--- src/rtl/uart_tx_pkg.sv ---
package uart_tx_pkg;

  localparam int DATA_W = 8;

  typedef struct packed {
    logic [1:0] wlen;
    logic       two_stop;
    logic       par_en;
    logic [1:0] par_type;
  } lc_t;

  typedef enum logic [2:0] {
    PH_IDLE,
    PH_START,
    PH_DATA,
    PH_PAR,
    PH_STOP
  } phase_t;

  // number of data bits for a length code
  function automatic logic [3:0] data_len(input logic [1:0] wlen);
    return 4'd5 + {2'b00, wlen};
  endfunction

  // parity bit for the given data, length and parity kind
  function automatic logic parity_bit(input logic [DATA_W-1:0] data,
                                      input logic [1:0] wlen,
                                      input logic [1:0] ptype);
    logic [DATA_W-1:0] mask;
    logic              ones_odd;
    mask     = {DATA_W{1'b1}} >> (3 - wlen);
    ones_odd = ^(data & mask);
    case (ptype)
      2'b00:   return ~ones_odd;
      2'b01:   return ones_odd;
      2'b10:   return 1'b1;
      default: return 1'b0;
    endcase
  endfunction

  // length of the stop period in ticks
  function automatic int stop_ticks(input logic [1:0] wlen,
                                    input logic two_stop,
                                    input int tpb);
    if (!two_stop)        return tpb;
    else if (wlen == 2'b00) return tpb + tpb / 2;
    else                  return 2 * tpb;
  endfunction

endpackage

--- src/rtl/uart_tx_bit_timer.sv ---
module uart_tx_bit_timer #(
  parameter  int TICKS_PER_BIT = 16,
  localparam int TW = $clog2(2 * TICKS_PER_BIT + 1)
) (
  input  logic          clk,
  input  logic          rst_n,
  input  logic          run,
  input  logic          baud_tick,
  input  logic [TW-1:0] bit_len,
  output logic          bit_done
);

  logic [TW-1:0] tick_cnt;

  assign bit_done = run && baud_tick && (tick_cnt == bit_len - TW'(1));

  always_ff @(posedge clk or negedge rst_n) begin
    if (!rst_n)                  tick_cnt <= '0;
    else if (!run || bit_done)   tick_cnt <= '0;
    else if (baud_tick)          tick_cnt <= tick_cnt + TW'(1);
  end

endmodule

--- src/rtl/uart_tx_sequencer.sv ---
module uart_tx_sequencer
  import uart_tx_pkg::*;
#(
  parameter  int TICKS_PER_BIT = 16,
  localparam int TW = $clog2(2 * TICKS_PER_BIT + 1)
) (
  input  logic              clk,
  input  logic              rst_n,
  input  logic              accept,
  input  logic [DATA_W-1:0] in_data,
  input  lc_t               lc,
  input  logic              bit_done,
  output logic              busy,
  output logic              line_bit,
  output logic [TW-1:0]     bit_len,
  output logic              frame_done
);

  phase_t            phase;
  lc_t               lc_q;
  logic [DATA_W-1:0] shreg;
  logic [2:0]        bit_idx;
  logic              par_q;
  logic              last_data;

  assign busy       = (phase != PH_IDLE);
  assign frame_done = bit_done && (phase == PH_STOP);
  assign last_data  = ({1'b0, bit_idx} == data_len(lc_q.wlen) - 4'd1);

  always_comb begin
    if (phase == PH_STOP)
      bit_len = TW'(stop_ticks(lc_q.wlen, lc_q.two_stop, TICKS_PER_BIT));
    else
      bit_len = TW'(TICKS_PER_BIT);
  end

  always_comb begin
    case (phase)
      PH_START: line_bit = 1'b0;
      PH_DATA:  line_bit = shreg[0];
      PH_PAR:   line_bit = par_q;
      default:  line_bit = 1'b1;
    endcase
  end

  always_ff @(posedge clk or negedge rst_n) begin
    if (!rst_n) begin
      phase   <= PH_IDLE;
      lc_q    <= '0;
      shreg   <= '0;
      bit_idx <= '0;
      par_q   <= 1'b0;
    end else if (accept) begin
      phase   <= PH_START;
      lc_q    <= lc;
      shreg   <= in_data;
      bit_idx <= '0;
      par_q   <= parity_bit(in_data, lc.wlen, lc.par_type);
    end else if (bit_done) begin
      case (phase)
        PH_START: phase <= PH_DATA;
        PH_DATA: begin
          shreg   <= shreg >> 1;
          bit_idx <= bit_idx + 3'd1;
          if (last_data) phase <= lc_q.par_en ? PH_PAR : PH_STOP;
        end
        PH_PAR:   phase <= PH_STOP;
        default:  phase <= PH_IDLE;
      endcase
    end
  end

endmodule

--- src/rtl/uart_frame_tx.sv ---
module uart_frame_tx
  import uart_tx_pkg::*;
#(
  parameter int TICKS_PER_BIT = 16
) (
  input  logic              clk,
  input  logic              rst_n,
  input  logic              baud_tick,
  input  logic              in_valid,
  output logic              in_ready,
  input  logic [DATA_W-1:0] in_data,
  input  logic [1:0]        lc_wlen,
  input  logic              lc_two_stop,
  input  logic              lc_par_en,
  input  logic [1:0]        lc_par_type,
  input  logic              lc_break,
  output logic              txd,
  output logic              busy
);

  localparam int TW = $clog2(2 * TICKS_PER_BIT + 1);

  lc_t           lc;
  logic          accept;
  logic          bit_done;
  logic          frame_done;
  logic          line_bit;
  logic [TW-1:0] bit_len;

  assign lc       = '{wlen: lc_wlen, two_stop: lc_two_stop,
                      par_en: lc_par_en, par_type: lc_par_type};
  assign in_ready = !busy;
  assign accept   = in_valid && in_ready;
  assign txd      = lc_break ? 1'b0 : line_bit;

  uart_tx_bit_timer #(.TICKS_PER_BIT(TICKS_PER_BIT)) i_timer (
    .clk       (clk),
    .rst_n     (rst_n),
    .run       (busy),
    .baud_tick (baud_tick),
    .bit_len   (bit_len),
    .bit_done  (bit_done)
  );

  uart_tx_sequencer #(.TICKS_PER_BIT(TICKS_PER_BIT)) i_seq (
    .clk        (clk),
    .rst_n      (rst_n),
    .accept     (accept),
    .in_data    (in_data),
    .lc         (lc),
    .bit_done   (bit_done),
    .busy       (busy),
    .line_bit   (line_bit),
    .bit_len    (bit_len),
    .frame_done (frame_done)
  );

endmodule

--- config.mk ---
export PLATFORM = sky130hd
export DESIGN_NAME = uart_frame_tx
export DESIGN_NICKNAME = d
export VERILOG_FILES = /design/src/rtl/uart_tx_pkg.sv /design/src/rtl/uart_tx_bit_timer.sv /design/src/rtl/uart_tx_sequencer.sv /design/src/rtl/uart_frame_tx.sv
export SDC_FILE = /design/constraint.sdc
export NUM_CORES = 1
export LEC_CHECK = 0
export ABC_AREA = 0
export BUFFER_PORTS_ARGS = -buffer_cell sky130_fd_sc_hd__clkbuf_2
export CORE_UTILIZATION = 55
export DETAILED_ROUTE_END_ITERATION = 7
export PLACE_DENSITY = 0.78
export SKIP_CTS_REPAIR_TIMING = 1
export SLEW_MARGIN = 10
export SYNTH_ARGS = -nofsm -noshare
export SYNTH_HDL_FRONTEND = slang
export SYNTH_SLANG_ARGS = --single-unit
--- constraint.sdc ---
create_clock -name clk -period 4.2 [get_ports clk]
set_input_delay 0.21 -clock clk [delete_from_list [all_inputs] [get_ports clk]]
set_output_delay 0.21 -clock clk [all_outputs]
set_load 0.03 [all_outputs]
# Word level (Yosys, flattened, before mapping)
# Index checks and enable logic that the tools add are counted.
dict set report classes {
  shifts 1
  n_mux 19
  reduce_logical 14
  n_bitwise 2
  eq_ne 9
  add_sub_neg 6
}
# operator count
set ops {}
lappend ops {{8-bit by 32-bit right shift with 8-bit output, first input constant} 1}
lappend ops {{6-bit two-way mux} 5}
lappend ops {{8-bit two-way mux} 3}
lappend ops {{3-bit two-way mux} 7}
lappend ops {{3-bit one-hot mux with 3 select lines} 1}
lappend ops {{8-bit bitwise AND} 1}
lappend ops {{8-bit XOR reduction} 1}
lappend ops {{6-bit by 1-bit adder with 6-bit output, second input constant} 1}
lappend ops {{3-bit by 2-bit == test with 1-bit output, second input constant} 2}
lappend ops {{6-bit == test} 1}
lappend ops {{1-bit one-hot mux with 3 select lines} 2}
lappend ops {{2-bit nonzero test} 3}
lappend ops {{6-bit by 1-bit subtractor with 6-bit output, second input constant} 1}
lappend ops {{3-bit by 2-bit adder with 4-bit output, first input constant} 1}
lappend ops {{3-bit by 4-bit == test with 1-bit output} 1}
lappend ops {{2-bit logical NOT} 2}
lappend ops {{2-bit AND reduction} 2}
lappend ops {{4-bit by 1-bit subtractor with 4-bit output, second input constant} 1}
lappend ops {{3-bit by 1-bit adder with 3-bit output, second input constant} 1}
lappend ops {{3-bit by 1-bit == test with 1-bit output, second input constant} 1}
lappend ops {{3-bit == test, second input constant} 1}
lappend ops {{1-bit logical AND} 3}
lappend ops {{3-bit by 2-bit inequality test with 1-bit output, second input constant} 1}
lappend ops {{3-bit nonzero test} 1}
lappend ops {{other kinds (7)} 7}
dict set report word_totals {
  in_bits 19
  word_cells 59
  out_inout_bits 3
  regBits 25
}

# Logic depth before layout (Yosys ltp)
# Gate-level depths: netlist (run 1).
dict set report logic_depth {
  word_depth 9
  mapped_depth 10
  depth_no_buf 8
}

# By module
# From an unflattened synthesis (run 1), not the netlist that was laid out.
dict set report hier_totals {
  hier_cells 161
  hier_area_um2 1590.3
}
# mod area_each_um2 instances cells_each
set modules_own_cells {}
lappend modules_own_cells {uart_tx_sequencer 1093.5 1 112}
lappend modules_own_cells {uart_tx_bit_timer 473.0 1 46}
lappend modules_own_cells {uart_frame_tx 23.8 1 3}

# Worst setup path after synthesis (run 1)
# Ideal clock, no wire load.
dict set report synth_timing {
  path_kind {reg2reg}
  from {register i_seq.phase[1]}
  to {register i_seq.bit_idx[2]}
  path_buffers 1
  setup_slack_ps 2036
  stages_incl_launch_ff 10
  setup_ps 78
  required_time_ps 4122
  t_arrival_ps 2087
  cell_sequence {dfrtp_1 buf_6 nand4bb_4 nor3_1 ha_1 xor2_1 nor3_1 o2111ai_2 or3_1 a21oi_1}
}
dict set report synth_between {
  elab_chain_len 7
  elab_cells_between_ends 14
}
# element line_no
set synth_rtl {}
lappend synth_rtl {{start: declaration} uart_tx_sequencer.sv:19} ;# phase_t phase;
lappend synth_rtl {{start signal: assignment} uart_tx_sequencer.sv:65} ;# if (last_data) phase <= lc_q.par_en ? PH_PAR : PH_STOP;
lappend synth_rtl {{3-bit == test} --}
lappend synth_rtl {{6-bit two-way mux} uart_tx_sequencer.sv:31} ;# if (phase == PH_STOP)
lappend synth_rtl {{6-bit by 1-bit subtractor with 6-bit output} uart_tx_bit_timer.sv:15} ;# assign bit_done = run && baud_tick && (tick_cnt == bit_len - TW'(1));
lappend synth_rtl {{6-bit == test} uart_tx_bit_timer.sv:15}
lappend synth_rtl {{1-bit logical AND} uart_tx_bit_timer.sv:15}
lappend synth_rtl {{2-bit nonzero test (no line)} --}
lappend synth_rtl {{2-bit AND reduction (no line)} --}
lappend synth_rtl {{end signal: assignment} uart_tx_sequencer.sv:64} ;# bit_idx <= bit_idx + 3'd1;
lappend synth_rtl {{end: declaration} uart_tx_sequencer.sv:22} ;# logic [2:0] bit_idx;
# Several ways; a longest one is shown, not always the timed one.
# A chain may end at the register's enable or synchronous reset.

# Final worst setup path (run 1)
# Same ends and word-level chain as after synthesis.

==> flow_summary.rst, run 1 <==
.. list-table::
   :header-rows: 1

   * - Metric
     - Value
   * - Overall die width
     - 52.5 um
   * - Gr ovfl total
     - 0
   * - Final ANT Viol Nets
     - 0
   * - Count of buffers inserted at the top-level ports
     - 21
   * - Via count of the first global-routing pass
     - 1090
   * - Setup slack of the worst register-to-register path
     - 1.48 ns
   * - Unique masters post-synth
     - 34
   * - Setup violation total in the final timing report
     - 0
   * - Root Buffer
     - clkbuf_4
   * - Adder-Cell Fraction of Synth Area
     - 2.68%
   * - Post-layout net count
     - 188
   * - Latest clock arrival within the worst-skew pair
     - 0.32 ns
   * - CP most frequent cell
     - nor3_1
   * - Synthesis warning total
     - 0
   * - Multiplexer share of the synthesized area
     - 6.42%
   * - Count of unresolved DRC violations after routing
     - 0
   * - Count of routing violations after the opening detailed-route iteration
     - 28
   * - Number of register bits inferred by synthesis
     - 25
   * - Max Freq
     - 367 MHz
   * - Least setup slack across all paths after layout
     - 1.48 ns
   * - Crit-path slowest cell
     - dfrtp_1
   * - GP Congestion
     - 0.797
   * - Max-cap violations
     - 0
   * - Data required, critical path
     - 4.46 ns
   * - Sum of negative setup slack
     - 0 ns
   * - Crit Path Class
     - register to register
   * - Total CTS buffers
     - 3
   * - Ordered cell list for the critical path
     - nand4bb_4 > nor3_1 > ha_1 > xor2_1 > nor3_1 > o2111ai_2 > or3_1 > a21oi_1
   * - Number of levels the H-tree was split into
     - 1
   * - Height of the die
     - 52.5 um
   * - Die area
     - 2760 um^2
   * - Overall fraction of global-route tracks in use
     - 22.7%
   * - Final Routed Wirelength
     - 2.65 mm
   * - CP startpoint kind
     - register
   * - Buf+Inv Stages, Crit Path
     - 0
   * - Final hold slack
     - 0.0661 ns
   * - Leading cell type in the layout, fill and taps excluded
     - dfrtp_1
   * - Tcrit/Tclk final
     - 64.8%
   * - Longest individual stage delay on the worst path
     - 0.50 ns
   * - # diodes
     - 0
   * - Clk slew on worst S/H paths
     - 0.14 ns
   * - Antenna violations before repair
     - 0
   * - Post-placement setup slack
     - 1.47 ns
   * - Power density cells
     - 369 nW/um^2
   * - Final number of hold-violating endpoints
     - 0
   * - Top Ports
     - 22
   * - Starting density of the core
     - 61.1%
   * - Placed wire-length estimate after detailed placement
     - 1.96 mm
   * - Worst Tran Pin Value
     - 0.740 ns
   * - Simple-gate share of the synthesized area
     - 20.3%
   * - Data arrival time of the critical path
     - 2.98 ns
   * - Overall via count from detail_route
     - 1092
   * - Detail-routed via count per cell
     - 5.66
   * - Synth Area per Inst
     - 9.67 um^2
   * - Type of the tightest min-delay check
     - primary input to register
   * - Core Region
     - 2300 um^2
   * - Synthesized area
     - 1400 um^2
   * - VDD IR max
     - 0.280 mV
   * - Most frequent cells in the layout
     - dfrtp_1 (25), nand2_1 (23), clkbuf_2 (21)
   * - Ratio of cells with drive above 1 in the final layout
     - 16.4%
   * - Run status
     - completed
   * - Minimum clock period after layout
     - 2.72 ns
   * - Main combinational cell family by area after synthesis
     - simple AND/OR/NAND/NOR gates
   * - Row count
     - 17
   * - Maximum clock path buffer count
     - 2
   * - Largest driver fanout on the critical path
     - 12
   * - XOR/XNOR share of the synthesized area
     - 10.3%
   * - Area growth from synthesis to layout
     - 9.81%
   * - Wire length of the first global-routing pass
     - 4.51 mm
   * - Pin count of the biggest net entering global routing
     - 26
   * - Synthesized-area fraction occupied by ao, oa, aoi and oai cells
     - 11.8%
   * - CTS Sinks
     - 25
   * - CTS tree
     - done
   * - Relative max-transition margin
     - 50.7%
   * - Number of nets in the synthesized netlist
     - 167
   * - Setup repair after global routing missed its margin
     - no
   * - Number of slew-limit violations in the final report
     - 0
   * - Final routed wire length divided by cell count
     - 13.7 um
   * - Leak
     - 0.821 nW
   * - Kind of end point of the critical path
     - register
   * - CP delay by family, top
     - simple AND/OR/NAND/NOR gates
   * - Clock tree skew after final layout
     - 0.0128 ns
   * - Post-synthesis instance total
     - 145
   * - Pre-antenna DRT Iters
     - 4
   * - Seq/Total Area, Yosys
     - 44.6%
Yosys cell counts:
cell,count,area [um^2]
xor2_1,6,52.6
o21ai_1,2,10.0
o31ai_1,1,7.51
ha_1,3,37.5
nor3_1,3,15.0
xnor2_1,8,70.1
and3b_1,1,8.76
a22o_1,1,8.76
o2111ai_2,1,15.0
nand4_1,2,12.5
clkbuf_1,3,11.3
and2_1,1,6.26
buf_6,2,22.5
o31a_1,2,17.5
buf_2,1,5.00
a311oi_1,1,8.76
nor2_1,20,75.1
a21boi_0,1,7.51
a21oi_1,8,40.0
inv_1,4,15.0
nand4bb_4,1,27.5
o21a_1,2,15.0
dfrtp_1,25,626
nand3_1,4,20.0
mux2i_1,9,90.1
or3_1,1,6.26
o2bb2ai_1,1,8.76
a2111o_1,1,11.3
and3_1,1,6.26
xnor3_1,1,22.5
nand2_1,23,86.3
o21ai_0,3,15.0
nor4_2,1,12.5
nand4b_1,1,8.76
through the flow:
stage / cell area [um^2] / utilization (%) / std cells / power (mW)
floorplan: 1400 / - / 145 / 0.425
global placement: 1500 / 65.5 / 188 / 0.455
detailed placement: 1500 / 65.5 / 188 / 0.465
CTS: 1530 / 66.6 / 192 / 0.574
global route: 1540 / 67.0 / 193 / 0.612
finish: 1540 / 67.0 / 193 / 0.569
cell families after synthesis:
| group | Yosys count |
|---|---|
| compound gates | 24 |
| buf+inv | 10 |
| flops | 25 |
| fa+ha+maj | 3 |
| xor+xnor | 15 |
| mux | 9 |
| simple gates | 59 |
final timing paths:
path / depth (start not counted) / endpoint / start
setup / recovery: 8 / i_seq.bit_idx[2] / i_seq.phase[1]
hold / removal: 3 / i_seq.lc_q[2] / lc_par_en
setup reg to reg: 8 / i_seq.bit_idx[2] / i_seq.phase[1]
hold reg to reg: 2 / i_seq.shreg[7] / i_seq.shreg[7]
max in group asynchronous: 2 / i_timer.tick_cnt[1] / rst_n
min in group asynchronous: 2 / i_seq.phase[0] / rst_n
tightest hold or removal path: cells and delay by family:
family	cells	cell delay [ns]
buffers and inverters	1	0.07
and+or+nand+nor	2	0.09
metal layers:
layer	up-vias	track usage [%]	part of all wire (%)
met3	2	6.09	5.4
met4	0	4.82	0.45
met5	-	0	0
met1	523	27.2	43
met2	31	40.1	51
li1	536	-	-
cell type report:
class	count	area [um^2]
fill	189	757
multi-input combinational	110	723
timing repair buffer	22	115
tap	28	35.0
inverter	4	15.0
clock buffer	4	26.3
sequential	25	626
registers in the layout (all words and copies together) (netlist names):
name	flops
i_seq.shreg	8
i_timer.tick_cnt	6
i_seq.lc_q	4
i_seq.bit_idx	3
i_seq.phase	3
i_seq.par_q	1
power by group:
group	switching [mW]	internal (mW)	leakage, nW
Sequential	0.0418	0.278	0.332
Clock	0.0717	0.0372	0.0150
Combinational	0.0680	0.0726	0.474
Note: power is estimated with default switching activity, not from simulation.
==> run 2: changes to the inputs <==
ABC_AREA = 1   (was 0)
CORE_UTILIZATION = 50   (was 55)
PLACE_DENSITY = 0.74   (was 0.78)
clock period = 2.5 ns   (was 4.2 ns; I/O delays follow)
==> flow_summary.rst, run 2 <==
.. list-table::
   :header-rows: 1

   * - Metric
     - Value
   * - Max Freq
     - 449 MHz
   * - Clock share of power
     - 11.6%
   * - Final ANT Viol Nets
     - 0
   * - Fraction of the core area covered by cells at the end of the flow
     - 59.3%
   * - Ranking of synthesized cells by instance count
     - nand2_1 (55), dfrtp_1 (25), inv_1 (18)
   * - Combinational group share of total power
     - 46.2%
   * - Switching power as a share of total power
     - 44.9%
   * - Leading cell type in the layout, fill and taps excluded
     - nand2_1
   * - Internal cell power
     - 0.881 mW
   * - Setup violation total in the final timing report
     - 0
   * - Most used flip-flop cell after synthesis
     - dfrtp_1
   * - Critical path origin
     - i_seq.lc_q[4]
   * - Final hold slack
     - 0.00908 ns
   * - Violated checks
     - DRC
   * - Buf+Inv Stages, Crit Path
     - 2
   * - Number of placed cells counting well taps
     - 241
   * - Number of slew-limit violations in the final report
     - 0
   * - Count of unresolved DRC violations after routing
     - 4
   * - Total CTS buffers
     - 3
   * - Count of routing violations after the opening detailed-route iteration
     - 53
   * - Ratio of cells with drive above 1 in the final layout
     - 24.7%
   * - Post-synthesis instance total
     - 191
   * - Standard cell area after detailed placement
     - 1630 um^2
   * - Height of the die
     - 56.7 um
   * - Crit-path slowest cell
     - dfrtp_1
   * - Clk slew on worst S/H paths
     - 0.14 ns
   * - Reg-to-reg critical path endpoint
     - i_seq.shreg[2]
   * - Setup repair after global routing missed its margin
     - no
   * - Relative max-transition margin
     - 59.2%
   * - Most frequent cells in the layout
     - nand2_1 (55), dfrtp_1 (25), clkbuf_2 (21)
   * - Core Region
     - 2810 um^2
   * - Wire length of the first global-routing pass
     - 5.02 mm
   * - Data required, critical path
     - 2.72 ns
   * - Row count
     - 19
   * - GP Congestion
     - 0.770
   * - Area growth from synthesis to layout
     - 11.1%
   * - CP most frequent cell
     - nand2_1
   * - CTS tree
     - done
   * - Crit Path Class
     - register to register
   * - End point of the most critical hold path
     - i_seq.lc_q[3]
   * - Clock tree skew after final layout
     - 0.00208 ns
   * - Unique masters post-synth
     - 25
   * - Minimum clock period after layout
     - 2.23 ns
   * - Max reg flops
     - 8
   * - CP delay by family, top
     - simple AND/OR/NAND/NOR gates
   * - Final routed wire length divided by cell count
     - 11.6 um
   * - Instance count along the most critical hold path
     - 3
   * - Run status
     - finished with violations
   * - Latest clock arrival within the worst-skew pair
     - 0.32 ns
   * - Sequential share of power
     - 42.2%
   * - Power density cells
     - 960 nW/um^2
   * - Synth Area per Inst
     - 7.84 um^2
   * - Number of register bits inferred by synthesis
     - 25
   * - FF-to-FF path depth
     - 15
   * - Tcrit/Tclk final
     - 89.0%
   * - Pre-antenna DRT Iters
     - 6
   * - Seq/Total Area, Yosys
     - 41.8%
   * - Setup slack of the worst register-to-register path
     - 0.27 ns
   * - Max-cap violations
     - 0
   * - Cell type with the highest aggregate area in the netlist
     - dfrtp_1
   * - Total net switching power
     - 0.717 mW
   * - Starting density of the core
     - 53.4%
   * - Final Instance Count excl. Fillers
     - 246
   * - Maximum clock path buffer count
     - 2
   * - Final number of hold-violating endpoints
     - 0
   * - Top-count cell post-synth
     - nand2_1
   * - Reg with most FFs
     - i_seq.shreg
   * - Detail-routed via count per cell
     - 5.16
   * - Number of nets in the synthesized netlist
     - 213
   * - Overall fraction of global-route tracks in use
     - 19.9%
   * - Worst Tran Pin Value
     - 0.612 ns
   * - Post-layout net count
     - 238
   * - Type of the tightest min-delay check
     - primary input to register
   * - Overall via count from detail_route
     - 1269
   * - Largest driver fanout on the critical path
     - 10
   * - Ordered cell list for the critical path
     - nor2_1 > nand2_1 > nor2_2 > ha_1 > nand2_1 > inv_1 > nor2_1 > nor2_1 > nand3_1 > nor2_2 > nand2_2 > nand2_2 > inv_2 > nand2_1 > nand2_1
   * - Die area
     - 3220 um^2
   * - Number of levels the H-tree was split into
     - 1
   * - # diodes
     - 0
   * - Leak
     - 0.855 nW
   * - Sum of negative setup slack
     - 0 ns
   * - Top Ports
     - 22
   * - Leading registers by flop count
     - i_seq.shreg (8), i_timer.tick_cnt (6), i_seq.lc_q (4)
   * - Number of enable flip-flop cells after synthesis
     - 0
   * - Synthesis warning total
     - 0
   * - Total power consumption of the routed design
     - 1.60 mW
   * - Overall die width
     - 56.7 um
   * - Final Routed Wirelength
     - 2.84 mm
   * - Placed wire-length estimate after detailed placement
     - 2.21 mm
   * - Crit Reg-Reg Startpoint
     - i_seq.lc_q[4]
   * - Longest individual stage delay on the worst path
     - 0.43 ns
   * - CP startpoint kind
     - register
   * - Gr ovfl total
     - 0
   * - VDD IR max
     - 0.353 mV
   * - Count of buffers inserted at the top-level ports
     - 21
   * - Root Buffer
     - clkbuf_4
   * - CTS Sinks
     - 25
   * - Proportion of synthesized flip-flops having asynchronous set or reset
     - 100%
   * - Data arrival time of the critical path
     - 2.45 ns
   * - Pin count of the biggest net entering global routing
     - 26
   * - Final instance area
     - 1660 um^2
   * - Antenna violations before repair
     - 0
   * - Kind of end point of the critical path
     - register
   * - Synthesized area
     - 1500 um^2
   * - Least setup slack across all paths after layout
     - 0.274 ns
   * - Post-placement setup slack
     - 0.292 ns
   * - Via count of the first global-routing pass
     - 1226
   * - Share of the synthesized area in the top cell type
     - 41.8%
   * - Startpoint of the worst hold path
     - lc_two_stop
   * - Top post-synthesis cells by area
     - dfrtp_1 (42%), nand2_1 (14%), o211ai_2 (5.0%)
-- run 2: changes by cell type after synthesis, sizes merged, moves of 2 or more --
cell / delta
a21oi: -4
clkbuf: -3
inv: +18
mux2i: -9
nand2: +37
nand3: +11
nor3: -2
o211ai: +6
o21a: -2
o21ai: +8
o31a: -2
or2: +6
xor2: -2
-- run 2: area by class of cell --
| cell class | count | area, um^2 |
|---|---|---|
| clock buffers | 4 | 26.3 |
| well taps | 31 | 38.8 |
| inverters | 22 | 82.6 |
| multi-input cells | 141 | 768 |
| repair buffers | 23 | 123 |
| flip-flops and latches | 25 | 626 |
| fillers | 255 | 1140 |
-- run 2: cells by family after synthesis --
kind of cell | synth area share (%)
AOI/OAI and AO/OA | 12.3
xor gates and xnor gates | 6.43
adders and majority gates | 2.51
buffers and inverters | 6.93
DFF | 41.8
and+or+nand+nor | 30.1
-- run 2: worst max-delay path by stage --
| stage | end | slack, ns | cells after the start |
|---|---|---|---|
| 3_3_place_gp | i_seq.bit_idx[2] | 0.40 | 12 |
| 5_1_grt | i_seq.shreg[4] | 0.08 | 15 |
| 3_5_place_dp | i_seq.bit_idx[2] | 0.29 | 15 |
| 4_1_cts | i_seq.shreg[3] | 0.27 | 15 |
| 6_report | i_seq.shreg[2] | 0.27 | 15 |
| 2_1_floorplan | i_seq.shreg[0] | 0.60 | 12 |
-- run 2: per-layer routing --
| metal | GRT usage [%] | vias to the layer above | share of wire (%) |
|---|---|---|---|
| met4 | 7.32 | 0 | 1.7 |
| li1 | - | 654 | - |
| met5 | 0 | - | 0 |
| met3 | 2.76 | 5 | 3.0 |
| met2 | 33.7 | 21 | 48 |
| met1 | 25.8 | 589 | 47 |
-- run 2: worst min-delay path, stage by stage --
cell,delay (ns)
clkbuf_2,0.08
nand2_1,0.04
o21ai_1,0.06
-- run 2: power by group through the flow --
stage          combinational, mW  sequential (mW)  clock [mW]
6_report                   0.739            0.674       0.185
5_1_grt                    0.836            0.696       0.200
4_1_cts                    0.748            0.674       0.185
3_5_place_dp               0.744            0.683           0
3_3_place_gp               0.711            0.677           0
2_1_floorplan              0.590            0.656           0
==> run 3: changes to the inputs <==
ABC_CLOCK_PERIOD_IN_PS = 2300   (was unset)
CORE_UTILIZATION = 55   (was 50)
PLACE_DENSITY = 0.77   (was 0.74)
clock period = 2.3 ns   (was 2.5 ns; I/O delays follow)
==> flow_summary.rst, run 3 (synthesis gave the netlist of run 2 again) <==
.. list-table::
   :header-rows: 1

   * - Metric
     - Value
   * - # diodes
     - 0
   * - Overall die width
     - 54.2 um
   * - Final Instance Count excl. Fillers
     - 247
   * - Post-layout net count
     - 240
   * - Row count
     - 18
   * - Fraction of the core area covered by cells at the end of the flow
     - 67.0%
   * - CTS tree
     - done
   * - Longest individual stage delay on the worst path
     - 0.47 ns
   * - VDD IR max
     - 0.661 mV
   * - FF-to-FF path depth
     - 12
   * - Setup slack of the worst register-to-register path
     - 0.25 ns
   * - Ordered cell list for the critical path
     - nor2_4 > nand2_2 > nor3_1 > ha_1 > xnor2_1 > nand3_1 > nor2_2 > nand2_2 > nand2_2 > buf_6 > o211ai_2 > nand2_1
   * - Overall via count from detail_route
     - 1260
   * - Total CTS buffers
     - 3
   * - Overall fraction of global-route tracks in use
     - 21.7%
   * - Number of slew-limit violations in the final report
     - 0
   * - Pin count of the biggest net entering global routing
     - 26
   * - Kind of end point of the critical path
     - register
   * - Starting density of the core
     - 59.4%
   * - Max-cap violations
     - 0
   * - Filler Cell Count
     - 234
   * - Minimum clock period after layout
     - 2.05 ns
   * - Antenna violations before repair
     - 0
   * - Data required, critical path
     - 2.58 ns
   * - GP Congestion
     - 0.769
   * - Crit-path slowest cell
     - dfrtp_2
   * - Ratio of cells with drive above 1 in the final layout
     - 25.8%
   * - Data arrival time of the critical path
     - 2.33 ns
   * - Height of the die
     - 54.2 um
   * - Largest driver fanout on the critical path
     - 10
   * - Area used by multi-input combinational logic
     - 768 um^2
   * - CP most frequent cell
     - nand2_2
   * - Clk slew on worst S/H paths
     - 0.15 ns
   * - Reg-to-reg critical path endpoint
     - i_seq.shreg[4]
   * - Worst Tran Pin Value
     - 0.624 ns
   * - Setup violation total in the final timing report
     - 0
   * - Number of levels the H-tree was split into
     - 1
   * - Pre-antenna DRT Iters
     - 5
   * - Relative max-transition margin
     - 58.4%
   * - Latest clock arrival within the worst-skew pair
     - 0.33 ns
   * - Number of placed cells counting well taps
     - 240
   * - Crit Path Class
     - register to register
   * - Final number of hold-violating endpoints
     - 0
   * - Count of routing violations after the opening detailed-route iteration
     - 19
   * - Count of unresolved DRC violations after routing
     - 0
   * - Max Freq
     - 488 MHz
   * - Standard cell area after detailed placement
     - 1630 um^2
   * - Final ANT Viol Nets
     - 0
   * - Placed wire-length estimate after detailed placement
     - 2.15 mm
   * - Wire length of the first global-routing pass
     - 4.61 mm
   * - Final instance area
     - 1690 um^2
   * - Critical path origin
     - i_seq.phase[0]
   * - Detail-routed via count per cell
     - 5.10
   * - Area growth from synthesis to layout
     - 12.8%
   * - Register Area
     - 627 um^2
   * - Final Routed Wirelength
     - 2.79 mm
   * - Leading cell type in the layout, fill and taps excluded
     - nand2_1
   * - Top Ports
     - 22
   * - Tcrit/Tclk final
     - 89.2%
   * - Maximum clock path buffer count
     - 2
   * - CP startpoint kind
     - register
   * - Via count of the first global-routing pass
     - 1184
   * - Run status
     - completed
   * - Final routed wire length divided by cell count
     - 11.3 um
   * - Power density cells
     - 1030 nW/um^2
   * - Count of buffers inserted at the top-level ports
     - 21
   * - Die area
     - 2940 um^2
   * - Leak
     - 0.863 nW
   * - Core Region
     - 2520 um^2
   * - Reg with most FFs
     - i_seq.shreg
   * - Root Buffer
     - clkbuf_4
   * - Leading registers by flop count
     - i_seq.shreg (8), i_timer.tick_cnt (6), i_seq.lc_q (4)
   * - Last element of the critical path
     - i_seq.shreg[4]
   * - Most frequent cells in the layout
     - nand2_1 (55), dfrtp_1 (24), clkbuf_2 (21)
   * - Max reg flops
     - 8
   * - Type of the tightest min-delay check
     - primary input to register
   * - Clock tree skew after final layout
     - 0.0134 ns
   * - Gr ovfl total
     - 0
   * - Crit Reg-Reg Startpoint
     - i_seq.phase[0]
   * - CTS Sinks
     - 25
-- run 3: area by class of cell --
type                    count  area share [%]
clock buffers               3            1.33
well taps                  30            2.22
inverters                  22            4.89
repair buffers             25            8.52
flip-flops and latches     25            37.1
multi-input cells         141            45.5
clock inverters             1           0.444
-- run 3: power breakdown --
group | switching (mW) | total, mW | internal, mW | leakage, nW
sequential | 0.131 | 0.733 | 0.602 | 0.321
combinational | 0.503 | 0.797 | 0.294 | 0.528
clock | 0.136 | 0.202 | 0.0665 | 0.0139
total | 0.770 | 1.73 | 0.962 | 0.863
-- run 3: worst min path at each step --
stage                      startpoint             endpoint  slack [ns]  cells past startpoint
after floorplan                 rst_n     i_seq.bit_idx[0]       -0.18                      0
after global placement          rst_n  i_timer.tick_cnt[2]        0.15                      1
after detailed placement        rst_n  i_timer.tick_cnt[2]        0.16                      1
after CTS                       rst_n  i_timer.tick_cnt[5]       -0.22                      1
after global routing      lc_two_stop        i_seq.lc_q[3]        0.01                      3
final                     lc_two_stop        i_seq.lc_q[3]        0.01                      3
-- run 3: per-stage QoR --
stage               setup WS, ns  power, mW  hold slack [ns]  TNS, ns
floorplan                  0.403       1.35           -0.181        0
global placement           0.284       1.50            0.154        0
detailed placement         0.204       1.54            0.159        0
CTS                        0.162       1.74           -0.220        0
global route             -0.0234       1.89           0.0142  -0.0619
finish                     0.249       1.73           0.0132        0
-- run 3: layer usage --
| layer | part of all wire, % | GRT usage, % |
|---|---|---|
| met1 | 46 | 24.9 |
| met2 | 51 | 40.4 |
| met3 | 2.2 | 2.54 |
| met4 | 0.93 | 7.69 |
| met5 | 0 | 0 |
-- run 3: critical path, delay by kind of cell, from the launching register on --
family,cells,cell delay [ns]
AO/OA/AOI/OAI,1,0.09
XOR/XNOR,1,0.13
flip-flops,1,0.47
adder cells (fa/ha/maj),1,0.26
buffers and inverters,1,0.16
AND/OR/NAND/NOR,8,0.88
